[src/rtl/tmr_tx_pkg.sv]
package tmr_tx_pkg;

    localparam int BYTE_W = 8;
    localparam int CNT_W  = $clog2(BYTE_W);
    localparam int N_COPY = 3;

    typedef enum logic [1:0] {
        PH_IDLE  = 2'd0,
        PH_START = 2'd1,
        PH_DATA  = 2'd2,
        PH_STOP  = 2'd3
    } phase_e;

    // Per-copy state; field order fixes the fault-mask bit positions.
    typedef struct packed {
        phase_e              phase;     // [24:23]
        logic [BYTE_W-1:0]   shreg;     // [22:15]
        logic [CNT_W-1:0]    bitcnt;    // [14:12]
        logic [BYTE_W-1:0]   hold;      // [11:4]
        logic                hold_vld;  // [3]
        logic                hold_last; // [2]
        logic                cur_last;  // [1]
        logic                closed;    // [0]
    } lane_st_t;

    localparam int ST_W = $bits(lane_st_t);

    // Signals each copy presents to the voter.
    typedef struct packed {
        logic line;
        logic ready;
        logic closed;
        logic done;
    } lane_obs_t;

    localparam int OBS_W = $bits(lane_obs_t);

    function automatic logic line_of(input lane_st_t s);
        case (s.phase)
            PH_START: return 1'b0;
            PH_DATA:  return s.shreg[0];
            default:  return 1'b1;
        endcase
    endfunction

endpackage

[src/rtl/tmr_maj_vote.sv]
module tmr_maj_vote #(
    parameter int W = 4
) (
    input  logic [W-1:0] a,
    input  logic [W-1:0] b,
    input  logic [W-1:0] c,
    output logic [W-1:0] y
);
    always_comb begin
        y = (a & b) | (a & c) | (b & c);
    end
endmodule

[src/rtl/tmr_tx_lane.sv]
module tmr_tx_lane
    import tmr_tx_pkg::*;
(
    input  logic              clk,
    input  logic              rst,
    input  logic              flush,
    input  logic              in_valid,
    input  logic [BYTE_W-1:0] in_data,
    input  logic              in_last,
    input  logic              inj_en,
    input  logic [ST_W-1:0]   inj_mask,
    output lane_obs_t         obs,
    output logic [1:0]        phase_o
);
    localparam logic [CNT_W-1:0] LAST_BIT = CNT_W'(BYTE_W - 1);

    lane_st_t st_q;
    lane_st_t st_d;
    logic     ready_l;
    logic     acc;

    always_comb begin
        ready_l = !st_q.closed && !st_q.hold_vld;
        acc     = in_valid && ready_l;
    end

    always_comb begin
        st_d = st_q;
        if (acc) begin
            st_d.closed = st_q.closed | in_last;
        end
        case (st_q.phase)
            PH_IDLE: begin
                if (acc) begin
                    st_d.phase    = PH_START;
                    st_d.shreg    = in_data;
                    st_d.cur_last = in_last;
                    st_d.bitcnt   = '0;
                end
            end
            PH_START: begin
                st_d.phase  = PH_DATA;
                st_d.bitcnt = '0;
                if (acc) begin
                    st_d.hold      = in_data;
                    st_d.hold_vld  = 1'b1;
                    st_d.hold_last = in_last;
                end
            end
            PH_DATA: begin
                st_d.shreg  = st_q.shreg >> 1;
                st_d.bitcnt = st_q.bitcnt + 1'b1;
                if (st_q.bitcnt != LAST_BIT) begin
                    if (acc) begin
                        st_d.hold      = in_data;
                        st_d.hold_vld  = 1'b1;
                        st_d.hold_last = in_last;
                    end
                end else if (st_q.cur_last) begin
                    st_d.phase = PH_STOP;
                end else if (st_q.hold_vld) begin
                    st_d.shreg    = st_q.hold;
                    st_d.cur_last = st_q.hold_last;
                    st_d.hold_vld = 1'b0;
                    st_d.bitcnt   = '0;
                end else if (acc) begin
                    st_d.shreg    = in_data;
                    st_d.cur_last = in_last;
                    st_d.bitcnt   = '0;
                end else begin
                    st_d.phase  = PH_STOP;
                    st_d.closed = 1'b1;
                end
            end
            default: begin
                st_d.phase = PH_IDLE;
            end
        endcase
    end

    always_ff @(posedge clk) begin
        if (rst || flush) begin
            st_q <= '0;
        end else if (inj_en) begin
            st_q <= lane_st_t'(st_d ^ inj_mask);
        end else begin
            st_q <= st_d;
        end
    end

    always_comb begin
        obs.line   = line_of(st_q);
        obs.ready  = ready_l;
        obs.closed = st_q.closed;
        obs.done   = (st_q.phase == PH_STOP);
        phase_o    = st_q.phase;
    end
endmodule

[src/rtl/tmr_flush_ctrl.sv]
module tmr_flush_ctrl
    import tmr_tx_pkg::*;
#(
    parameter int FLUSH_CYC = 2
) (
    input  logic              clk,
    input  logic              rst,
    input  logic              done_v,
    input  logic [N_COPY-1:0] lines,
    input  logic              line_v,
    output logic              flush,
    output logic [N_COPY-1:0] disagree
);
    localparam int FC_W = $clog2(FLUSH_CYC + 1);

    logic [FC_W-1:0] cnt_q;

    always_ff @(posedge clk) begin
        if (rst) begin
            cnt_q <= '0;
        end else if (cnt_q != '0) begin
            cnt_q <= cnt_q - 1'b1;
        end else if (done_v) begin
            cnt_q <= FC_W'(FLUSH_CYC);
        end
    end

    always_comb begin
        flush = (cnt_q != '0);
    end

    always_ff @(posedge clk) begin
        if (rst || flush) begin
            disagree <= '0;
        end else begin
            disagree <= disagree | (lines ^ {N_COPY{line_v}});
        end
    end
endmodule

[src/rtl/tmr_flush_tx.sv]
module tmr_flush_tx
    import tmr_tx_pkg::*;
#(
    parameter int FLUSH_CYC = 2
) (
    input  logic              clk,
    input  logic              rst,
    input  logic              in_valid,
    input  logic [BYTE_W-1:0] in_data,
    input  logic              in_last,
    output logic              in_ready,
    input  logic              flip_en,
    input  logic [1:0]        flip_lane,
    input  logic [ST_W-1:0]   flip_mask,
    output logic              ser_out,
    output logic              busy,
    output logic [N_COPY-1:0] disagree
);
    lane_obs_t             obs [N_COPY];
    lane_obs_t             voted;
    logic [N_COPY-1:0]     lane_lines;
    logic [2*N_COPY-1:0]   lane_ph_flat;
    logic                  flush_w;

    for (genvar g = 0; g < N_COPY; g++) begin : g_copy
        logic inj_g;
        always_comb inj_g = flip_en && (flip_lane == 2'(g));

        tmr_tx_lane lane_i (
            .clk      (clk),
            .rst      (rst),
            .flush    (flush_w),
            .in_valid (in_valid),
            .in_data  (in_data),
            .in_last  (in_last),
            .inj_en   (inj_g),
            .inj_mask (flip_mask),
            .obs      (obs[g]),
            .phase_o  (lane_ph_flat[2*g +: 2])
        );

        always_comb lane_lines[g] = obs[g].line;
    end

    tmr_maj_vote #(.W(OBS_W)) vote_i (
        .a (obs[0]),
        .b (obs[1]),
        .c (obs[2]),
        .y (voted)
    );

    tmr_flush_ctrl #(.FLUSH_CYC(FLUSH_CYC)) flush_i (
        .clk      (clk),
        .rst      (rst),
        .done_v   (voted.done),
        .lines    (lane_lines),
        .line_v   (voted.line),
        .flush    (flush_w),
        .disagree (disagree)
    );

    always_comb begin
        ser_out  = voted.line;
        in_ready = voted.ready && !flush_w;
        busy     = voted.closed || flush_w;
    end
endmodule

[config.mk]
export PLATFORM = sky130hd
export DESIGN_NAME = tmr_flush_tx
export DESIGN_NICKNAME = d
export VERILOG_FILES = /design/src/rtl/tmr_tx_pkg.sv /design/src/rtl/tmr_maj_vote.sv /design/src/rtl/tmr_tx_lane.sv /design/src/rtl/tmr_flush_ctrl.sv /design/src/rtl/tmr_flush_tx.sv
export SDC_FILE = /design/constraint.sdc
export NUM_CORES = 1
export LEC_CHECK = 0
export BUFFER_PORTS_ARGS = -buffer_cell sky130_fd_sc_hd__clkbuf_2
export CAP_MARGIN = 30
export CORE_MARGIN = 1.5
export CORE_UTILIZATION = 38
export DETAILED_ROUTE_END_ITERATION = 8
export PLACE_DENSITY_LB_ADDON = 0.3
export SLEW_MARGIN = 20
export SYNTH_ARGS = -nofsm -noshare
export SYNTH_HDL_FRONTEND = slang
export SYNTH_SLANG_ARGS = --single-unit
[constraint.sdc]
create_clock -name clk -period 3.76 [get_ports clk]
set_input_delay 1.128 -clock clk [delete_from_list [all_inputs] [get_ports clk]]
set_output_delay 1.128 -clock clk [all_outputs]
set_load 0.01 [all_outputs]
Yosys cells after proc, flatten, opt, wreduce, memory -nomap -nowiden

Cells that the tools add are included.

Shift operators: 0
Reduce and logical (&&, ||, !) cells: 25
Divide/modulo/power cells: 0
Equality and inequality tests: 14
$add $sub $neg: 4
Bitwise gates (word level): 13
$lt $le $gt $ge: 0
$mul: 0
Multiplexer cells: 89

Operator list:

| operator              | number |
|---|---|
| $mux W11              | 9 |
| $mux W13              | 6 |
| $mux W25              | 3 |
| $xor A25 B25 Y25      | 3 |
| $pmux W10 S2          | 3 |
| $pmux W8 S2           | 3 |
| $mux W2               | 17 |
| $mux W1               | 30 |
| $mux W10              | 3 |
| $pmux W3 S3           | 3 |
| $mux W8               | 3 |
| $pmux W2 S3           | 3 |
| $eq A2 B2 Y1 const B  | 7 |
| $and A4 B4 Y4         | 3 |
| $pmux W1 S2           | 6 |
| $logic_and A1 B1 Y1   | 10 |
| $add A3 B1 Y3 const B | 3 |
| $ne A3 B3 Y1 const B  | 3 |
| $eq A2 B1 Y1 const B  | 4 |
| $logic_not A2 Y1      | 4 |
| $or A4 B4 Y4          | 2 |
| $logic_not A1 Y1      | 7 |
| $reduce_bool A2 Y1    | 2 |
| $or A1 B1 Y1          | 3 |
| other kinds (4)       | 5 |

Bits in latches: 0
ROM bits: 0
Flip-flop bits (word level): 80
Memories: 0
Input port bits: 40
Memory bits (writable): 0

Logic depth before layout (Yosys ltp)

Gate-level depths: netlist of the first run.

Depth in word-level cells: 11
Mapped depth: 9
Gate-level depth less buffers: 7

Modules after synthesis

From an unflattened synthesis of the first run, not the netlist that was laid out.

Cell total of the unflattened synthesis: 836
Area total of the unflattened synthesis: 6,391.1 um^2

By module, submodules not included:

| module                          | area an instance (um^2) | cells an instance | instances |
|---|---|---|---|
| tmr_tx_lane at g_copy[2].lane_i | 2,084.5                 | 282               | 1 |
| tmr_tx_lane at g_copy[0].lane_i | 2,035.7                 | 280               | 1 |
| tmr_tx_lane at g_copy[1].lane_i | 1,960.6                 | 240               | 1 |
| tmr_flush_ctrl                  | 222.7                   | 25                | 1 |
| tmr_maj_vote                    | 45.0                    | 4                 | 1 |
| tmr_flush_tx                    | 42.5                    | 5                 | 1 |

Worst setup path after synthesis of the first run

Ideal clock, no wire load.

Kind: register -> output
Start: register g_copy[0].lane_i.st_q (netlist bit g_copy[0].lane_i.phase_o[0])
End: output port ser_out
Cell stages (with the launch flop): 7
Path slack: 1.020 ns
Required time: 2.632 ns
Arrival: 1.612 ns
Path through: dfxtp_1 > inv_1 > ha_1 > inv_1 > mux2i_1 > inv_1 > maj3_1

Longest elaborated chain between the ends: 5

RTL lines:

| item                                         | line               | RTL |
|---|---|---|
| start, declared                              | tmr_tx_lane.sv:17  | `lane_st_t st_q;` |
| start signal, assigned                       | tmr_tx_lane.sv:85  | `st_q <= lane_st_t'(st_d ^ inj_mask);` |
| start signal, assigned                       | tmr_tx_lane.sv:87  | `st_q <= st_d;` |
| $eq A2 B2 Y1 or $eq A2 B1 Y1 (tied branches) | tmr_tx_pkg.sv:39   | `case (s.phase)` |
| $pmux W1 S2 *                                | tmr_tx_pkg.sv:39   |  |
| $and A4 B4 Y4                                | tmr_maj_vote.sv:10 | `y = (a & b) \| (a & c) \| (b & c);` |
| $or A4 B4 Y4 * (2 in series)                 | tmr_maj_vote.sv:10 |  |
| end, declared                                | tmr_flush_tx.sv:15 | `output logic ser_out,` |

Mark *: on every way between the ends. The rest lies on a longest branch, timed or not.

Final worst setup path of the first run

Ends and elaborated chain as after synthesis.

==> results.json, run 1 <==
{
  "status": "finished, final reports clean",
  "max_stage_delay_ns": 0.45,
  "setup_repair_after_global_routing_missed_its_margin": "false",
  "worst_pin_slew_ns": 0.924,
  "dr_total_vias": 6510,
  "port_buffers": 45,
  "floorplan.initialDensity": 0.388,
  "clockBufferDepth": 2,
  "area_growth_syn_to_layout_pct": 10.6,
  "global_route.overflow_total": 0,
  "syn_avg_cell_area_um2": 7.26,
  "worst_hold_slack_ns": 0.474,
  "timing.final.crit_period_ns": 3.47,
  "yosys_most_used_dff": "dfxtp_1",
  "synth_top_cells_by_area": "dfxtp_1 (26%), nand2_1 (9.2%), a21oi_1 (5.8%), nor2_1 (5.1%), ha_1 (4.3%)",
  "ys_seq_area_frac": 0.261,
  "critical_path_cell_count": 7,
  "die_area_um2": 16900,
  "routed_wirelength_um": 20300,
  "power.density_cell_area_nw_per_um2": 676,
  "synth_edf_count": 0,
  "rr_worst_depth": 9,
  "worst_path_max_delay_cell": "mux2i_1",
  "crit_top_cell": "inv_1",
  "route.top_layer_used": "met4",
  "synth.most_common_cell": "nand2_1",
  "worst_ir_drop_vdd_mv": 0.284,
  "yosysWarningCount": 0,
  "clock_root_buffer_master": "clkbuf_16",
  "synth_cells": 847,
  "synthTopCellsByCount": "nand2_1 (150), nor2_1 (83), dfxtp_1 (80)",
  "adder_cell_fraction_of_synth_area": 0.0460,
  "first_pass_iters": 5,
  "first_global_vias": 5801,
  "synthDistinctLibCells": 67,
  "worst_slew_margin_rel": 0.382,
  "hold_viol_final": 0,
  "largest_fanout_of_any_net_on_the_critical_path": 16,
  "maximum_number_of_pins_on_one_net_before_global_route_repair": 35,
  "path_delay_family": "adder cells",
  "clock_insertion_delay_worst_skew_ns": 0.35,
  "report.final.setup_viol": 0,
  "cts_tree": "done",
  "post_synth_and_or_nand_nor_area_fraction": 0.236,
  "max-cap-violations": 0,
  "core_um2": 15800,
  "synth.mux.area_fraction": 0.0204,
  "maxSlewViolCount": 0,
  "cts_sinks": 80,
  "setup.worst_path.end_class": "primary output",
  "synth_xor_xnor_area_share": 0.0499,
  "nets": 911,
  "critPathArrivalTime_ns": 2.34,
  "die_width_um": 130,
  "start_kind": "register",
  "ratio_of_routed_vias_to_standard_cells": 6.08,
  "leakagePower_nw": 2.58,
  "routed-wl-met2_um": 9010,
  "worstHoldPathCells": 1,
  "clock.fmax_mhz": 288,
  "diodes": 0,
  "detailedPlacementHpwl_um": 14200,
  "track_usage": 0.246,
  "boundary_pins": 46,
  "core.rowCount": 46,
  "synth.cell_area_um2": 6150,
  "drive_above_1_share": 0.113,
  "antenna_violations_before_repair": 0,
  "avgRoutedWirePerCell_um": 19.0,
  "reg2reg_slack_ns": 1.42,
  "ys_seq_elements": 80,
  "numCtsBuffers": 9,
  "drt_drc_violations_left": 0,
  "multi_input_area_um2": 4200,
  "net_count_of_the_mapped_netlist": 908,
  "synth_compound_gate_area_share": 0.327,
  "seqCellArea_um2": 1600,
  "synth_area_leader_cell": "dfxtp_1",
  "min_period_over_period": 0.922,
  "finalWeightedCongestion": 0.862,
  "global_route_wire_length_before_repair_um": 32100,
  "async_flop_share": 0,
  "critical_path.cell_chain": "inv_1 > ha_2 > inv_1 > mux2i_1 > inv_1 > maj3_1 > clkbuf_2",
  "synth_top_family_by_area": "compound AO/OA/AOI/OAI gates",
  "nFillCells": 1656,
  "min-delay-path-class": "register to register",
  "drt.antenna.violating_nets": 0,
  "final.setup_skew_ns": 0.00725,
  "m1WireLength_um": 9340,
  "timing.critical_path.buf_inv": 4,
  "first_iter_violations": 559,
  "h_tree_level_count": 3,
  "die_height_um": 130,
  "number_of_post_cts_setup_repair_buffers": 0,
  "met3WireLength_um": 1540,
  "synth.top_cell.area_share": 0.261,
  "setup_tns_ns": 0,
  "worst-setup-path-type": "register to primary output",
  "critPathRequiredTime_ns": 2.63,
  "cts.reportedPaths.clkPinSlew_ns": 0.06
}
==> state kept, by name, summed over array words and instances (netlist names) <==
signal                 cells
g_copy.lane_i.st_q        66
g_copy.lane_i.obs          3
flush_i.cnt_q              2
g_copy.lane_i.phase_o      6
flush_i.disagree           3
==> worst register-to-register path, cell delays in order, from the launching register on <==
cell	delay (ns)
dfxtp_1	0.41
inv_1	0.11
ha_1	0.23
buf_4	0.20
nor2b_1	0.15
buf_4	0.19
o21ai_1	0.52
o211ai_1	0.20
xor2_1	0.18
nor2_1	0.05
==> layout make-up <==
type	count	share of cell area
Clock inverter	5	0.00828
Sequential cell	80	0.236
Multi-Input combinational cell	674	0.617
Inverter	25	0.0138
Timing Repair Buffer	60	0.0497
Clock buffer	11	0.0357
Tap cell	216	0.0397
==> logic make-up after synthesis <==
logic type	after synthesis
AOI/OAI and AO/OA	285
xor gates and xnor gates	35
adders and majority gates	23
buffers and inverters	93
DFF	80
muxes	12
and+or+nand+nor	319
==> metal layers <==
metal,global-route usage,vias up
li1,-,3118
met1,0.350,3087
met2,0.384,280
met3,0.0279,25
met4,0.0843,0
met5,0,-
==> worst paths after layout <==
| check | from | end |
|---|---|---|
| worst min-delay path | flush_i.disagree[2] | flush_i.disagree[2] |
| worst min register to register | flush_i.disagree[2] | flush_i.disagree[2] |
| worst max-delay path | g_copy[0].lane_i.phase_o[0] | ser_out |
| worst max register to register | g_copy[1].lane_i.phase_o[0] | g_copy[1].lane_i.st_q[10] |
==> cell usage in the layout (no fill, tap or decap), types with 18 or more instances in the layout <==
master / netlist / layout
a21oi_1: 71 / 71
a31oi_1: 18 / 18
a32oi_1: 24 / 24
clkbuf_2: 1 / 45
dfxtp_1: 80 / 80
ha_1: 21 / 20
inv_1: 24 / 24
nand2_1: 150 / 150
nand3_1: 24 / 24
nor2_1: 83 / 82
o211ai_1: 18 / 18
o21ai_0: 18 / 18
o31ai_1: 20 / 20
xnor2_1: 21 / 21
==> per-stage QoR <==
| stage | instances | utilization | cell area (um2) | setup slack, ns | power, mW |
|---|---|---|---|---|---|
| final | 1071 | 0.430 | 6800 | 0.294 | 4.60 |
| after global routing | 1071 | 0.430 | 6800 | 0.194 | 4.91 |
| after CTS | 1071 | 0.429 | 6800 | 0.165 | 4.56 |
| after detailed placement | 1055 | 0.411 | 6500 | 0.541 | 3.64 |
| after global placement | 1055 | 0.411 | 6500 | 0.599 | 3.62 |
| after floorplan | 847 | - | 6150 | 1.02 | 3.03 |
==> report_power, final <==
group / switching (mW) / total (mW) / internal [mW]
combinational: 1.44 / 2.35 / 0.903
sequential: 0.249 / 1.33 / 1.08
clock: 0.385 / 0.917 / 0.532
==> repair_timing <==
action                     4_1_cts  5_1_grt
resized for setup                0        1
setup endpoints to repair        0        1
hold buffers                     0        0
No activity file was read; power rests on OpenSTA's default activity.
==> run 2, diff against run 1 <==
Settings changed: CORE_ASPECT_RATIO from default to 0.5, CTS_CLUSTER_DIAMETER from default to 50.
==> results.json, run 2 (synthesis results as in run 1) <==
{
  "status": "finished, final reports clean",
  "seqCellArea_um2": 1600,
  "leakagePower_nw": 2.56,
  "antenna_violations_before_repair": 0,
  "cts_tree": "done",
  "critical_path.cell_chain": "inv_1 > ha_1 > inv_1 > mux2i_1 > inv_1 > maj3_1 > clkbuf_2",
  "cts.reportedPaths.clkPinSlew_ns": 0.06,
  "critPathRequiredTime_ns": 2.63,
  "clock_root_buffer_master": "clkbuf_16",
  "drt.antenna.violating_nets": 0,
  "first_iter_violations": 901,
  "die_width_um": 183,
  "drt_drc_violations_left": 0,
  "h_tree_level_count": 3,
  "nets": 908,
  "mostFrequentLayoutCells": "nand2_1 (150), nor2_1 (82), dfxtp_1 (80), a21oi_1 (71), clkbuf_2 (45)",
  "port_buffers": 45,
  "nFillCells": 1591,
  "max-cap-violations": 0,
  "timing.final.crit_period_ns": 3.55,
  "setup_repair_after_global_routing_missed_its_margin": "false",
  "global_route.overflow_total": 0,
  "worst_ir_drop_vdd_mv": 0.265,
  "commonest_non_fill_non_tap_cell_in_the_layout": "nand2_1",
  "worst_slew_margin_rel": 0.490,
  "boundary_pins": 46,
  "diodes": 0,
  "cts_sinks": 80,
  "finalWeightedCongestion": 0.899,
  "start_kind": "register",
  "path_delay_family": "adder cells",
  "ratio_of_routed_vias_to_standard_cells": 6.14,
  "die_height_um": 92.9,
  "postLayoutCellArea_um2": 6760,
  "max_flop_register": "g_copy.lane_i.st_q",
  "min-delay-path-class": "register to register",
  "timing.critical_path.buf_inv": 4,
  "worst_pin_slew_ns": 0.762,
  "max_ffs_per_register": 66,
  "min_period_over_period": 0.943,
  "first_pass_iters": 7,
  "first_global_vias": 5982,
  "largest_fanout_of_any_net_on_the_critical_path": 16,
  "cts-resized-gates": 0,
  "report.final.setup_viol": 0,
  "worst_path_max_delay_cell": "ha_1",
  "setup.worst_path.end_class": "primary output",
  "maxSlewViolCount": 0,
  "critPathArrivalTime_ns": 2.42,
  "drive_above_1_share": 0.108,
  "post_dp_cell_area_um2": 6470,
  "max_stage_delay_ns": 0.48,
  "core.rowCount": 32,
  "clock_insertion_delay_worst_skew_ns": 0.34,
  "routed_wirelength_um": 19300,
  "crit_top_cell": "inv_1",
  "final.setup_skew_ns": 0.00753,
  "numCtsBuffers": 9,
  "die_area_um2": 17000,
  "maximum_number_of_pins_on_one_net_before_global_route_repair": 61,
  "clockBufferDepth": 2,
  "worst-setup-path-type": "register to primary output",
  "floorplan.initialDensity": 0.394,
  "power.density_cell_area_nw_per_um2": 666,
  "core_um2": 15600,
  "area_growth_syn_to_layout_pct": 9.89,
  "clock.fmax_mhz": 282,
  "track_usage": 0.229,
  "setup_tns_ns": 0,
  "hold_buffers": 0,
  "multi_input_area_um2": 4190,
  "avgRoutedWirePerCell_um": 18.2,
  "dr_total_vias": 6487,
  "detailedPlacementHpwl_um": 13900,
  "number_of_post_cts_setup_repair_buffers": 0,
  "global_route_wire_length_before_repair_um": 30900,
  "hold_viol_final": 0
}
==> run 2: final timing paths <==
kind                                                  start                         to  slack, ns  cells after the start
worst min register to register          flush_i.disagree[2]        flush_i.disagree[2]       0.47                      1
worst max register to register  g_copy[1].lane_i.phase_o[0]  g_copy[1].lane_i.st_q[11]       1.50                      9
worst min-delay path                    flush_i.disagree[2]        flush_i.disagree[2]       0.47                      1
worst max-delay path            g_copy[0].lane_i.phase_o[0]                    ser_out       0.21                      7
==> run 2: area by class of cell <==
cell class                      count  share of cell area
Clock buffer                       14              0.0406
Inverter                           25              0.0139
Sequential cell                    80               0.237
Multi-Input combinational cell    674               0.620
Clock inverter                      2             0.00185
Timing Repair Buffer               57              0.0485
Tap cell                          204              0.0378
==> run 2: worst reg2reg max path, stage by stage (launching register included) <==
cell and delay, ns:
dfxtp_1 0.38, inv_1 0.10, ha_1 0.24, buf_4 0.20, nor2b_1 0.14, buf_4 0.18
o21ai_1 0.48, o211ai_1 0.17, xor2_1 0.18, nor2_1 0.05
==> run 2: routing by layer <==
metal | vias up | wire, um | track usage
met4 | 0 | 137 | 0.0567
met2 | 274 | 8360 | 0.365
met3 | 14 | 1450 | 0.0299
li1 | 3109 | - | -
met5 | - | 0 | 0
met1 | 3090 | 9300 | 0.325
==> run 2: where the power goes <==
part	switching (mW)	internal (mW)	leakage (nW)	total, mW
Clock	0.361	0.502	0.139	0.863
Combinational	1.41	0.892	1.77	2.30
Sequential	0.250	1.08	0.653	1.33
Total	2.02	2.48	2.56	4.50
==> run 2: through the flow <==
| step | utilization | total power, mW | cells | hold WS (ns) | setup slack [ns] |
|---|---|---|---|---|---|
| 2_1_floorplan | - | 3.03 | 847 | 0.489 | 1.02 |
| 3_3_place_gp | 0.414 | 3.55 | 1040 | 0.448 | 0.645 |
| 3_5_place_dp | 0.414 | 3.60 | 1040 | 0.453 | 0.592 |
| 4_1_cts | 0.433 | 4.48 | 1056 | 0.468 | 0.212 |
| 5_1_grt | 0.433 | 4.81 | 1056 | 0.521 | 0.0128 |
| 6_report | 0.433 | 4.50 | 1056 | 0.466 | 0.215 |
==> run 3, diff against run 2 <==
Settings changed: ABC_AREA from default to 1.
==> results.json, run 3 <==
{
  "ys_seq_area_frac": 0.248,
  "r2r_start": "g_copy[0].lane_i.phase_o[1]",
  "avgRoutedWirePerCell_um": 14.5,
  "drt_drc_violations_left": 0,
  "cts_tree": "done",
  "synth_cells": 1166,
  "maxSlewViolCount": 0,
  "detailedPlacementHpwl_um": 15500,
  "boundary_pins": 46,
  "antenna_violations_before_repair": 0,
  "timing.critical_path.buf_inv": 4,
  "max_flop_register": "g_copy.lane_i.st_q",
  "ys_seq_elements": 80,
  "globalRouteMet2Util": 0.384,
  "fraction_of_power_spent_switching_nets": 0.476,
  "global_route_wire_length_before_repair_um": 32900,
  "first_iter_violations": 734,
  "first_pass_iters": 7,
  "final.setup_skew_ns": 0.0107,
  "clock.fmax_mhz": 302,
  "async_flop_share": 0,
  "worst-setup-path-type": "register to primary output",
  "die_area_um2": 17900,
  "status": "finished, final reports clean",
  "final_util": 0.438,
  "setup_tns_ns": 0,
  "yosys_most_used_dff": "dfxtp_1",
  "critPathArrivalTime_ns": 2.18,
  "core.rowCount": 33,
  "setup.worst_path.end_class": "primary output",
  "max_stage_delay_ns": 0.46,
  "multi_input_area_um2": 4230,
  "critical_path.cell_chain": "inv_1 > ha_1 > nand2_1 > o21ai_0 > buf_4 > nand2_1 > nand2_1 > o21ai_0 > inv_1 > clkbuf_2",
  "grt_busiest_layer": "met2",
  "synth_edf_count": 0,
  "floorplan.initialDensity": 0.392,
  "timing.final.crit_period_ns": 3.31,
  "numCtsBuffers": 9,
  "clockBufferDepth": 2,
  "worst_ir_drop_vdd_mv": 0.306,
  "worst_pin_slew_ns": 0.661,
  "core_um2": 16500,
  "worst_setup_path_startpoint": "g_copy[1].lane_i.phase_o[0]",
  "drive_above_1_share": 0.0724,
  "clock_insertion_delay_worst_skew_ns": 0.35,
  "nets": 1258,
  "min-delay-path-class": "register to register",
  "finish.cell_count_without_fillers": 1429,
  "maximum_number_of_pins_on_one_net_before_global_route_repair": 43,
  "commonest_non_fill_non_tap_cell_in_the_layout": "nand2_1",
  "cts.reportedPaths.clkPinSlew_ns": 0.07,
  "synthDistinctLibCells": 29,
  "path_delay_family": "buffers and inverters",
  "start_kind": "register",
  "power_frac_seq": 0.269,
  "reg2reg_slack_ns": 1.45,
  "diodes": 0,
  "dp_cells": 1413,
  "clockPowerShare": 0.214,
  "worst_path_max_delay_cell": "ha_1",
  "syn_avg_cell_area_um2": 5.55,
  "track_usage": 0.236,
  "yosysWarningCount": 0,
  "max_ffs_per_register": 66,
  "power.switching_mw": 2.50,
  "globalRouteMet1Util": 0.333,
  "ratio_of_routed_vias_to_standard_cells": 5.19,
  "clock_root_buffer_master": "clkbuf_16",
  "synth_top_cells_by_area": "dfxtp_1 (25%), nand2_1 (19%), nor2_1 (15%), nand3_1 (12%), inv_1 (6.7%)",
  "setup_repair_after_global_routing_missed_its_margin": "false",
  "nFillCells": 1808,
  "hp-start": "flush_i.disagree[2]",
  "synth_area_leader_cell": "dfxtp_1",
  "largest_fanout_of_any_net_on_the_critical_path": 13,
  "port_buffers": 45,
  "cts-resized-gates": 0,
  "first_global_vias": 6393,
  "postLayoutCellArea_um2": 7230,
  "crit_top_cell": "nand2_1",
  "global_route.usage.met3": 0.0335,
  "dr_total_vias": 7415,
  "number_of_post_cts_setup_repair_buffers": 0,
  "power.density_cell_area_nw_per_um2": 727,
  "cts_sinks": 80,
  "report.final.setup_viol": 0,
  "hold_buffers": 0,
  "synthTopCellsByCount": "nand2_1 (329), nor2_1 (264), nand3_1 (160)",
  "h_tree_level_count": 3,
  "critPathRequiredTime_ns": 2.63,
  "comb_power_share": 0.518,
  "hold_viol_final": 0,
  "mostFrequentLayoutCells": "nand2_1 (329), nor2_1 (263), nand3_1 (160), inv_1 (115), dfxtp_1 (80)",
  "area_growth_syn_to_layout_pct": 11.7,
  "worst_slew_margin_rel": 0.557,
  "drt.antenna.violating_nets": 0,
  "finalWeightedCongestion": 0.890,
  "routed_wirelength_um": 20700,
  "synth.top_cell.area_share": 0.248,
  "seqCellArea_um2": 1600,
  "leakagePower_nw": 3.58,
  "die_height_um": 95.3,
  "min_period_over_period": 0.880,
  "net_count_of_the_mapped_netlist": 1227,
  "post_dp_cell_area_um2": 6860,
  "finalPower_mw": 5.25,
  "die_width_um": 188,
  "max-cap-violations": 0,
  "global_route.overflow_total": 0,
  "synth.cell_area_um2": 6470,
  "internal_power_mw": 2.75,
  "synth.most_common_cell": "nand2_1"
}
-- run 3: cell types whose count changed in the layout (fill, tap and decap cells not counted), moves of 20 or more --
cell	previous run	this run
inv_1	24	115
nor2_1	82	263
nand3_1	24	160
o21ai_0	18	59
a32oi_1	24	0
nand2_1	150	329
xnor2_1	21	0
o31ai_1	20	0
-- run 3: power by group through the flow --
stage / Sequential [mW] / Clock [mW] / Combinational, mW
2_1_floorplan: 1.33 / 0 / 2.12
4_1_cts: 1.40 / 1.12 / 2.69
5_1_grt: 1.46 / 1.16 / 3.11
6_report: 1.41 / 1.12 / 2.72
3_5_place_dp: 1.42 / 0 / 2.69
3_3_place_gp: 1.41 / 0 / 2.63
-- run 3: cell families (layout without fill, tap and decap cells) --
group / Yosys count / in the layout / synth area share
AO/OA/AOI/OAI: 137 / 137 / 0.114
flip-flops: 80 / 80 / 0.248
adder cells (fa/ha/maj): 21 / 21 / 0.0406
AND/OR/NAND/NOR: 776 / 776 / 0.499
buffers and inverters: 152 / 188 / 0.0990
-- run 3: layout make-up --
class	instances	share of cell area
inverters	119	0.0618
clock inverters	5	0.0178
clock buffers	11	0.0322
repair buffers	53	0.0412
multi-input cells	934	0.586
well taps	227	0.0393
flip-flops and latches	80	0.222
-- run 3: per-stage QoR --
| stage | hold WS (ns) | worst slack [ns] |
|---|---|---|
| 6_report | 0.481 | 0.450 |
| 5_1_grt | 0.526 | 0.211 |
| 4_1_cts | 0.486 | 0.457 |
| 3_5_place_dp | 0.465 | 0.840 |
| 3_3_place_gp | 0.467 | 0.933 |
| 2_1_floorplan | 0.456 | 1.20 |
-- run 3: worst register-to-register path, cell delays in order, from the launching register on --
cell and delay [ns]:
dfxtp_1 0.40, ha_1 0.60, nand2_1 0.21, nor3_2 0.55
nand3_1 0.15, nand3_1 0.15, nand2_1 0.06, nand2_1 0.05
nor2_1 0.04
-- run 3: path summary, 6_finish.rpt --
check,cells past startpoint,endpoint
worst max-delay path,10,ser_out
worst max register to register,8,g_copy[0].lane_i.st_q[17]
worst min-delay path,2,flush_i.disagree[2]
worst min register to register,2,flush_i.disagree[2]
-- run 3: routing by layer --
layer	up-vias	wire length (um)
met4	0	170
met1	3385	10400
met3	16	1300
met5	-	0
met2	229	8800
li1	3785	-
